===== src/rtl/resolver_seq_pkg.sv =====
package resolver_seq_pkg;
  localparam int BYTE_W = 8;

  typedef enum logic [2:0] {
    ST_IDLE,
    ST_SETUP,
    ST_FRAME1,
    ST_GAP,
    ST_FRAME2
  } seq_state_e;
endpackage


===== src/rtl/spi_byte_shifter.sv =====
module spi_byte_shifter
  import resolver_seq_pkg::*;
#(
  parameter int HALF = 2
) (
  input  logic              clk_i,
  input  logic              rst_ni,
  input  logic              start_i,
  input  logic [BYTE_W-1:0] tx_byte_i,
  input  logic              miso_i,
  output logic              busy_o,
  output logic              done_o,
  output logic [BYTE_W-1:0] rx_byte_o,
  output logic              sclk_o,
  output logic              cs_no,
  output logic              mosi_o
);
  localparam int HCW       = (HALF > 1) ? $clog2(HALF) : 1;
  localparam int LAST_HALF = 2 * BYTE_W;
  localparam int IDXW      = $clog2(LAST_HALF + 1);

  logic              active;
  logic [HCW-1:0]    hcnt;
  logic [IDXW-1:0]   hidx;
  logic [BYTE_W-1:0] shreg;
  logic [BYTE_W-1:0] rxreg;
  logic              half_end;

  assign half_end  = active && (hcnt == HCW'(HALF - 1));
  assign done_o    = half_end && (hidx == IDXW'(LAST_HALF));
  assign busy_o    = active;
  assign rx_byte_o = rxreg;
  assign mosi_o    = shreg[BYTE_W-1];

  always_ff @(posedge clk_i or negedge rst_ni) begin
    if (!rst_ni) begin
      active <= 1'b0;
      hcnt   <= '0;
      hidx   <= '0;
      shreg  <= '0;
      rxreg  <= '0;
      sclk_o <= 1'b0;
      cs_no  <= 1'b1;
    end else if (start_i && !active) begin
      active <= 1'b1;
      cs_no  <= 1'b0;
      sclk_o <= 1'b0;
      shreg  <= tx_byte_i;
      hcnt   <= '0;
      hidx   <= '0;
    end else if (half_end) begin
      hcnt <= '0;
      if (done_o) begin
        active <= 1'b0;
        cs_no  <= 1'b1;
      end else begin
        hidx <= hidx + 1'b1;
        if (!hidx[0]) begin
          // entering high phase: capture
          sclk_o <= 1'b1;
          rxreg  <= {rxreg[BYTE_W-2:0], miso_i};
        end else begin
          // entering low phase: advance output bit
          sclk_o <= 1'b0;
          shreg  <= {shreg[BYTE_W-2:0], 1'b0};
        end
      end
    end else if (active) begin
      hcnt <= hcnt + 1'b1;
    end
  end

  assert_sclk_idle_R8: assert property (@(posedge clk_i) disable iff (!rst_ni)
    cs_no |-> !sclk_o);

  assert_mosi_on_fall_R8: assert property (@(posedge clk_i) disable iff (!rst_ni)
    (!cs_no && $past(!cs_no) && (mosi_o != $past(mosi_o))) |-> $fell(sclk_o));

  assert_no_restart_R2: assert property (@(posedge clk_i) disable iff (!rst_ni)
    (start_i && active) |=> !cs_no);
endmodule


===== src/rtl/resp_decode.sv =====
module resp_decode
  import resolver_seq_pkg::*;
#(
  parameter logic [BYTE_W-1:0] ADDR_VEL_LSB = 8'h83,
  parameter logic [BYTE_W-1:0] ADDR_FAULT   = 8'hFF,
  parameter logic [BYTE_W-1:0] ADDR_SRST    = 8'hF0
) (
  input  logic              is_write_i,
  input  logic [BYTE_W-1:0] addr_i,
  input  logic [BYTE_W-1:0] rx_i,
  output logic              parity_err_o,
  output logic              clr_hist_o
);
  logic checked_reg;

  // bit 7 means a fault flag on the fault register, parity elsewhere above velocity
  assign checked_reg  = (addr_i > ADDR_VEL_LSB) && (addr_i != ADDR_FAULT);
  assign parity_err_o = !is_write_i && checked_reg && rx_i[BYTE_W-1];
  assign clr_hist_o   = (is_write_i && (addr_i == ADDR_SRST)) ||
                        (!is_write_i && (addr_i == ADDR_FAULT));
endmodule


===== src/rtl/resolver_reg_seq.sv =====
module resolver_reg_seq
  import resolver_seq_pkg::*;
#(
  parameter int                SPI_DIV      = 4,
  parameter logic [BYTE_W-1:0] ADDR_CTRL    = 8'h92,
  parameter logic [BYTE_W-1:0] ADDR_VEL_LSB = 8'h83,
  parameter logic [BYTE_W-1:0] ADDR_FAULT   = 8'hFF,
  parameter logic [BYTE_W-1:0] ADDR_SRST    = 8'hF0
) (
  input  logic              clk_i,
  input  logic              rst_ni,
  input  logic              req_valid_i,
  output logic              req_ready_o,
  input  logic              req_write_i,
  input  logic [BYTE_W-1:0] req_addr_i,
  input  logic [BYTE_W-1:0] req_data_i,
  output logic              rsp_valid_o,
  output logic [BYTE_W-1:0] rsp_data_o,
  output logic              rsp_err_o,
  output logic              fault_clr_o,
  output logic [1:0]        mode_o,
  output logic              cs_no,
  output logic              sclk_o,
  output logic              mosi_o,
  input  logic              miso_i
);
  localparam int HALF      = SPI_DIV / 2;
  localparam int SETUP_CYC = HALF;
  localparam int GAP_CYC   = SPI_DIV;
  localparam int WCW       = $clog2(GAP_CYC + 1);

  seq_state_e        state;
  logic [WCW-1:0]    wcnt;
  logic              lat_write;
  logic [BYTE_W-1:0] lat_addr;
  logic [BYTE_W-1:0] lat_data;
  logic              wait_done;
  logic              eng_start;
  logic [BYTE_W-1:0] eng_byte;
  logic              eng_busy;
  logic              eng_done;
  logic [BYTE_W-1:0] eng_rx;
  logic              dec_err;
  logic              dec_clr;
  logic              bad_write;

  assign bad_write   = req_write_i && req_data_i[BYTE_W-1];
  assign req_ready_o = (state == ST_IDLE);

  always_comb begin
    wait_done = 1'b0;
    if (state == ST_SETUP) wait_done = (wcnt == WCW'(SETUP_CYC - 1));
    if (state == ST_GAP)   wait_done = (wcnt == WCW'(GAP_CYC - 1));
  end

  assign eng_start = wait_done;
  assign eng_byte  = (state == ST_SETUP) ? lat_addr :
                     (lat_write ? lat_data : ADDR_CTRL);

  spi_byte_shifter #(
    .HALF (HALF)
  ) u_shift (
    .clk_i     (clk_i),
    .rst_ni    (rst_ni),
    .start_i   (eng_start),
    .tx_byte_i (eng_byte),
    .miso_i    (miso_i),
    .busy_o    (eng_busy),
    .done_o    (eng_done),
    .rx_byte_o (eng_rx),
    .sclk_o    (sclk_o),
    .cs_no     (cs_no),
    .mosi_o    (mosi_o)
  );

  resp_decode #(
    .ADDR_VEL_LSB (ADDR_VEL_LSB),
    .ADDR_FAULT   (ADDR_FAULT),
    .ADDR_SRST    (ADDR_SRST)
  ) u_decode (
    .is_write_i   (lat_write),
    .addr_i       (lat_addr),
    .rx_i         (eng_rx),
    .parity_err_o (dec_err),
    .clr_hist_o   (dec_clr)
  );

  always_ff @(posedge clk_i or negedge rst_ni) begin
    if (!rst_ni) begin
      state       <= ST_IDLE;
      wcnt        <= '0;
      lat_write   <= 1'b0;
      lat_addr    <= '0;
      lat_data    <= '0;
      mode_o      <= 2'b00;
      rsp_valid_o <= 1'b0;
      rsp_data_o  <= '0;
      rsp_err_o   <= 1'b0;
      fault_clr_o <= 1'b0;
    end else begin
      rsp_valid_o <= 1'b0;
      fault_clr_o <= 1'b0;
      unique case (state)
        ST_IDLE: begin
          if (req_valid_i) begin
            if (bad_write) begin
              rsp_valid_o <= 1'b1;
              rsp_err_o   <= 1'b1;
              rsp_data_o  <= '0;
            end else begin
              lat_write <= req_write_i;
              lat_addr  <= req_addr_i;
              lat_data  <= req_data_i;
              mode_o    <= 2'b11;
              wcnt      <= '0;
              state     <= ST_SETUP;
            end
          end
        end
        ST_SETUP: begin
          if (wait_done) state <= ST_FRAME1;
          else           wcnt  <= wcnt + 1'b1;
        end
        ST_FRAME1: begin
          if (eng_done) begin
            wcnt  <= '0;
            state <= ST_GAP;
          end
        end
        ST_GAP: begin
          if (wait_done) state <= ST_FRAME2;
          else           wcnt  <= wcnt + 1'b1;
        end
        ST_FRAME2: begin
          if (eng_done) begin
            state       <= ST_IDLE;
            rsp_valid_o <= 1'b1;
            rsp_err_o   <= dec_err;
            rsp_data_o  <= lat_write ? '0 : eng_rx;
            fault_clr_o <= dec_clr;
          end
        end
        default: state <= ST_IDLE;
      endcase
    end
  end

  assert_reject_R1: assert property (@(posedge clk_i) disable iff (!rst_ni)
    (req_valid_i && req_ready_o && bad_write) |=> (rsp_valid_o && rsp_err_o && cs_no));

  assert_start_idle_R2: assert property (@(posedge clk_i) disable iff (!rst_ni)
    eng_start |-> !eng_busy);

  assert_mode_cfg_R5: assert property (@(posedge clk_i) disable iff (!rst_ni)
    !cs_no |-> (mode_o == 2'b11));

  assert_busy_R9: assert property (@(posedge clk_i) disable iff (!rst_ni)
    !cs_no |-> !req_ready_o);

  assert_clr_pulse_R7: assert property (@(posedge clk_i) disable iff (!rst_ni)
    fault_clr_o |=> !fault_clr_o);

  assert_clr_with_rsp_R7: assert property (@(posedge clk_i) disable iff (!rst_ni)
    fault_clr_o |-> (rsp_valid_o && !rsp_err_o));
endmodule


===== config.mk =====
export PLATFORM = sky130hd
export DESIGN_NAME = resolver_reg_seq
export DESIGN_NICKNAME = d
export VERILOG_FILES = /design/src/rtl/resolver_seq_pkg.sv /design/src/rtl/spi_byte_shifter.sv /design/src/rtl/resp_decode.sv /design/src/rtl/resolver_reg_seq.sv
export SDC_FILE = /design/constraint.sdc
export NUM_CORES = 1
export LEC_CHECK = 0
export BUFFER_PORTS_ARGS = -buffer_cell sky130_fd_sc_hd__clkbuf_2
export CORE_ASPECT_RATIO = 1.5
export CORE_MARGIN = 2
export CORE_UTILIZATION = 55
export DETAILED_ROUTE_END_ITERATION = 8
export PLACE_DENSITY_LB_ADDON = 0.1
export SLEW_MARGIN = 20
export SYNTH_ARGS = -nofsm -noshare
export SYNTH_HDL_FRONTEND = slang
export SYNTH_SLANG_ARGS = --single-unit

===== constraint.sdc =====
create_clock -name clk_i -period 4.25 [get_ports clk_i]
set_input_delay 1.275 -clock clk_i [delete_from_list [all_inputs] [get_ports clk_i]]
set_output_delay 1.275 -clock clk_i [all_outputs]
set_load 0.1 [all_outputs]

---- After elaboration in Yosys (flattened, before gate mapping) ----
Cells that the tools add are included.
storage, ports and cells
  bits in registers ....................... 60
  input port bits ......................... 21
  output and inout port bits .............. 17
  logic and storage cells ................. 122
cells by class
  add/sub/neg operators ................... 3
  $lt $le $gt $ge ......................... 1
  equality and inequality tests ........... 19
  mux-type cells .......................... 50
  bitwise operators ....................... 4
  reductions and logical operators ........ 28
operator list
  operator                                               number
  two-way mux 8 bit                                      10
  two-way mux 3 bit                                      9
  two-way mux 1 bit                                      23
  == test 8 bit (second input constant)                  2
  one-hot mux 8 bit (2 select lines)                     1
  two-way mux 5 bit                                      3
  one-hot mux 3 bit (5 select lines)                     1
  != test 2 bit (second input constant)                  5
  == test 3 x 2 -> 1 bit (second input constant)         3
  logical AND 1 bit                                      9
  one-hot mux 3 bit (3 select lines)                     1
  greater-than comparator 8 bit (second input constant)  1
  != test 2 x 1 -> 1 bit (second input constant)         4
  != test 8 bit (second input constant)                  1
  AND reduction 4 bit                                    2
  nonzero test 2 bit                                     4
  == test 3 x 1 -> 1 bit (second input constant)         2
  AND reduction 3 bit                                    2
  AND reduction 6 bit                                    1
  nonzero test 3 bit                                     2
  adder 5 x 1 -> 5 bit (second input constant)           1
  == test 5 bit (second input constant)                  1
  AND reduction 5 bit                                    1
  inverter 1 bit                                         4
  9 further kinds                                        12

---- Depth between registers and ports, before layout ----
  word-level depth ........................ 6
  gate-level depth with buffers ........... 7
  depth with buffers taken out ............ 6

---- Modules after synthesis ----
From an unflattened synthesis, not the netlist that was laid out.
second synthesis, totals
  cells, all modules ...................... 256
  area, all modules ....................... 2827.7 sq um
modules (own cells, without submodules)
  module            instances  cells an instance  area an instance (sq um)  seq. area each (sq um)
  resolver_reg_seq  1          148                1607.8                    875.8
  spi_byte_shifter  1          97                 1161.1                    601.8
  resp_decode       1          11                 58.8                      0.0

---- Worst setup path before layout ----
OpenSTA, ideal clock, no wires.
  path kind ............................... register -> output
  start ................................... register state[0]
  end ..................................... output port req_ready_o
  arrival time ............................ 1.811 ns
  data required time ...................... 2.975 ns
  setup slack ............................. 1.164 ns
  cell stages (with the launch flop) ...... 3
  path buffers ............................ 1
  cell sequence ........................... dfrtp_1 > buf_2 > nor3_2
between the ends
  cells in the longest elaborated chain, start to end .. 1
RTL lines
  element                 line                     text
  from (decl)             resolver_reg_seq.sv:32   seq_state_e state;
  from (signal assigned)  resolver_reg_seq.sv:90   state <= ST_IDLE;
  from (signal assigned)  resolver_reg_seq.sv:116  state <= ST_SETUP;
  from (signal assigned)  resolver_reg_seq.sv:121  if (wait_done) state <= ST_FRAME1;
  zero test 3 bit         resolver_reg_seq.sv:48   assign req_ready_o = (state == ST_IDLE);
  to (decl)               resolver_reg_seq.sv:13   output logic req_ready_o,
No other way between the ends.

---- Final worst setup path ----
Ends and elaborated chain as after synthesis.

==> impl_metrics.py <==
metrics = {
    "run_status": {
        "status": "completed",
    },
    "layout": {
        "diodes": 0,
        "instances_no_fill": 351,
        "finish.utilization_pct": 65.4,
        "final_common_cell": "dfrtp_1",
        "drive_gt1_share_pct": 33.7,
        "finalNetCount": 308,
        "final_cell_mix": "58 x dfrtp_1, 37 x clkbuf_2, 26 x nand2_1, 24 x mux2_2, 13 x nor2_1",
        "syn2layout_area_growth_pct": 14.8,
    },
    "routing": {
        "wl_mm": 5.21,
        "num_vias": 1922,
        "drt_iter0_drc": 49,
        "wl_per_cell_um": 14.8,
        "vias_per_cell": 5.48,
        "firstDrtPassIters": 4,
        "drc": 0,
        "drt.antenna.violating_nets": 0,
    },
    "timing": {
        "rsz0062_at_grt": "no",
        "period_minus_slack_ps": 2870,
        "slew_viol_final": 0,
        "hold_viol": 0,
        "setup_slack_ps": 1380,
        "clock_skew_ps": 8.83,
        "fmax_mhz": 349,
        "worst_pin_slew_ps": 635,
        "relSlewSlack_pct": 57.4,
        "setup_viol": 0,
        "timing.final.crit_share_pct": 67.5,
        "timing.setup.tns_ps": 0,
    },
    "floorplan": {
        "rows": 31,
        "die_y_um": 90.8,
        "core_area_sq_um": 4850,
        "die_x_um": 61.9,
        "die_area_sq_um": 5620,
        "initial_core_util_pct": 57.0,
        "ios": 38,
    },
    "synthesis": {
        "synth_edf_count": 0,
        "yosysWarnings": 0,
        "synth.area.top_cells": "dfrtp_1 53%, mux2_2 9.8%, nand2_1 3.5%",
        "synthArstFlopShare_pct": 100,
        "synth.top_cell.area_share_pct": 52.6,
        "synth_flop_cell": "dfrtp_1",
        "synthesis.area_sq_um": 2760,
        "syn_avg_cell_area_sq_um": 11.5,
        "yosysUniqueCellTypes": 54,
        "syn_nets": 267,
        "postSynthCellCount": 241,
        "ys_ff_latch": 59,
        "seq_area_frac_synth_pct": 53.5,
        "synth_top_area_cell": "dfrtp_1",
    },
    "clock_network": {
        "path_clk_slew_ps": 60,
        "post-cts-setup-buffer-count": 0,
        "htree_num_levels": 3,
        "cts_sinks": 59,
        "cts_tree": "yes",
        "cts_buffers": 9,
        "ctsResizeCount": 0,
        "root_buffer": "clkbuf_8",
        "hold_buffers": 0,
        "cts_buffer_depth": 2,
        "clkLatencyLatePin_ps": 330,
    },
    "place": {
        "place_hpwl_mm": 3.86,
        "place_ws_ps": 1730,
        "gp_congestion": 0.856,
        "io_buffers": 37,
        "dp.cells": 337,
    },
    "critical_path": {
        "critPathLaunchType": "flop",
        "path_class": "flop to output port",
        "cp_cell_sequence": "nor3_2 > clkbuf_2",
        "ff2ff_path_depth": 6,
        "worstSetupEndpointType": "output port",
        "cpLargestDelayFamily": "flip-flops",
        "worst_path_max_delay_cell": "dfrtp_1",
        "path_depth": 2,
        "cp.buffers_inverters": 1,
        "critPathMaxFanout": 13,
        "r2r_slack_ps": 1980,
        "crit_path_max_incr_delay_ps": 500,
        "cp.required_ps": 2970,
        "cp.arrival_ps": 1590,
    },
    "run": {
        "cap_violations": 0,
    },
    "worst_hold_path": {
        "whs_path_depth": 2,
        "hold_path_class": "flop to flop",
    },
    "global_route": {
        "antenna_found_initial": 0,
        "grt_pass1_wl_mm": 9.05,
        "grt_pass1_vias": 2029,
        "grt_max_degree": 25,
        "grtUsageTotal_pct": 21.9,
        "gr-total-overflow": 0,
    },
    "pwr": {
        "peakVddDrop_v": 0.000233,
        "power_density_nw_per_um2": 340,
        "p_leak_nw": 1.55,
    },
}
[routing by layer]
| layer | vias to the layer above | routed length, um | track usage [%] | part of all wire (%) |
|---|---|---|---|---|
| li1 | 956 | - | - | - |
| met1 | 903 | 2140 | 25.0 | 41 |
| met2 | 48 | 2740 | 35.5 | 53 |
| met3 | 15 | 177 | 6.45 | 3.4 |
| met4 | 0 | 146 | 11.2 | 2.8 |
| met5 | - | 0 | 0 | 0 |
[path summary, 6_finish.rpt]
check | start | endpoint
worst min register to register | rsp_data_o[5] | rsp_data_o[5]
worst min-delay path | rsp_data_o[5] | rsp_data_o[5]
min in group asynchronous | rst_ni | u_shift.hidx[1]
worst max-delay path | state[0] | req_ready_o
worst max register to register | wcnt[0] | u_shift.shreg[5]
max in group asynchronous | rst_ni | u_shift.cs_no
[cell usage after synthesis (2+ instances only)]
library cell / count
mux2i_1: 3
buf_6: 2
o21ai_0: 10
nand2_2: 2
and3_1: 4
nand4_1: 3
nand3_1: 10
a21oi_1: 7
dfrtp_1: 58
a31oi_1: 2
nor2_1: 13
nor4_1: 2
buf_2: 3
a22o_1: 2
a21o_1: 2
nor3b_1: 5
mux2_2: 24
o21ai_1: 6
clkbuf_1: 3
o21ai_2: 2
or3_1: 2
ha_1: 5
inv_1: 9
nor3_2: 2
nand2_1: 26
o221a_2: 6
[cell type report]
class                           instances  area (sq um)
Sequential cell                        59          1480
Fill cell                             402          1680
Timing Repair Buffer                   39           200
Tap cell                               66          82.6
Clock buffer                           11           141
Inverter                                9          33.8
Multi-Input combinational cell        164          1190
Clock inverter                          3          40.0
[tightest hold or removal path: stages (launching register included)]
cell,delay [ps]
dfrtp_1,340
nand2_1,60
o21ai_2,50
[sequential cells by signal, summed over array words and instances (netlist names)]
register,cells
lat_addr,8
lat_data,8
rsp_data_o,8
u_shift.rx_byte_o,8
u_shift.shreg,8
u_shift.hidx,5
state,3
wcnt,3
fault_clr_o,1
lat_write,1
mode_o,1
rsp_err_o,1
rsp_valid_o,1
u_shift.busy_o,1
u_shift.cs_no,1
u_shift.hcnt,1
[power breakdown]
part | internal [mW] | switching (mW) | total (mW)
combinational | 0.0114 | 0.0163 | 0.0277
clock | 0.278 | 0.204 | 0.482
sequential | 0.566 | 0.00264 | 0.568
total | 0.855 | 0.223 | 1.08
[logic make-up (layout without fill, tap and decap cells)]
kind of cell | after synthesis | after routing | share of synthesized area (%)
AO/OA/AOI/OAI | 47 | 47 | 12.7
XOR/XNOR | 2 | 2 | 0.634
adder cells (fa/ha/maj) | 5 | 5 | 2.27
buffers and inverters | 18 | 62 | 3.26
flip-flops | 59 | 59 | 53.5
multiplexers | 28 | 28 | 11.3
AND/OR/NAND/NOR | 82 | 82 | 16.3
[stage by stage]
| step | area (sq um) | hold WS, ps | power (mW) |
|---|---|---|---|
| 5_1_grt | 3170 | 511 | 1.12 |
| 6_report | 3170 | 475 | 1.08 |
| 3_5_place_dp | 2990 | 466 | 0.608 |
| 2_1_floorplan | 2760 | 467 | 0.584 |
| 4_1_cts | 3170 | 480 | 1.09 |
| 3_3_place_gp | 2990 | 460 | 0.607 |
(Power assumes the default switching activity.)
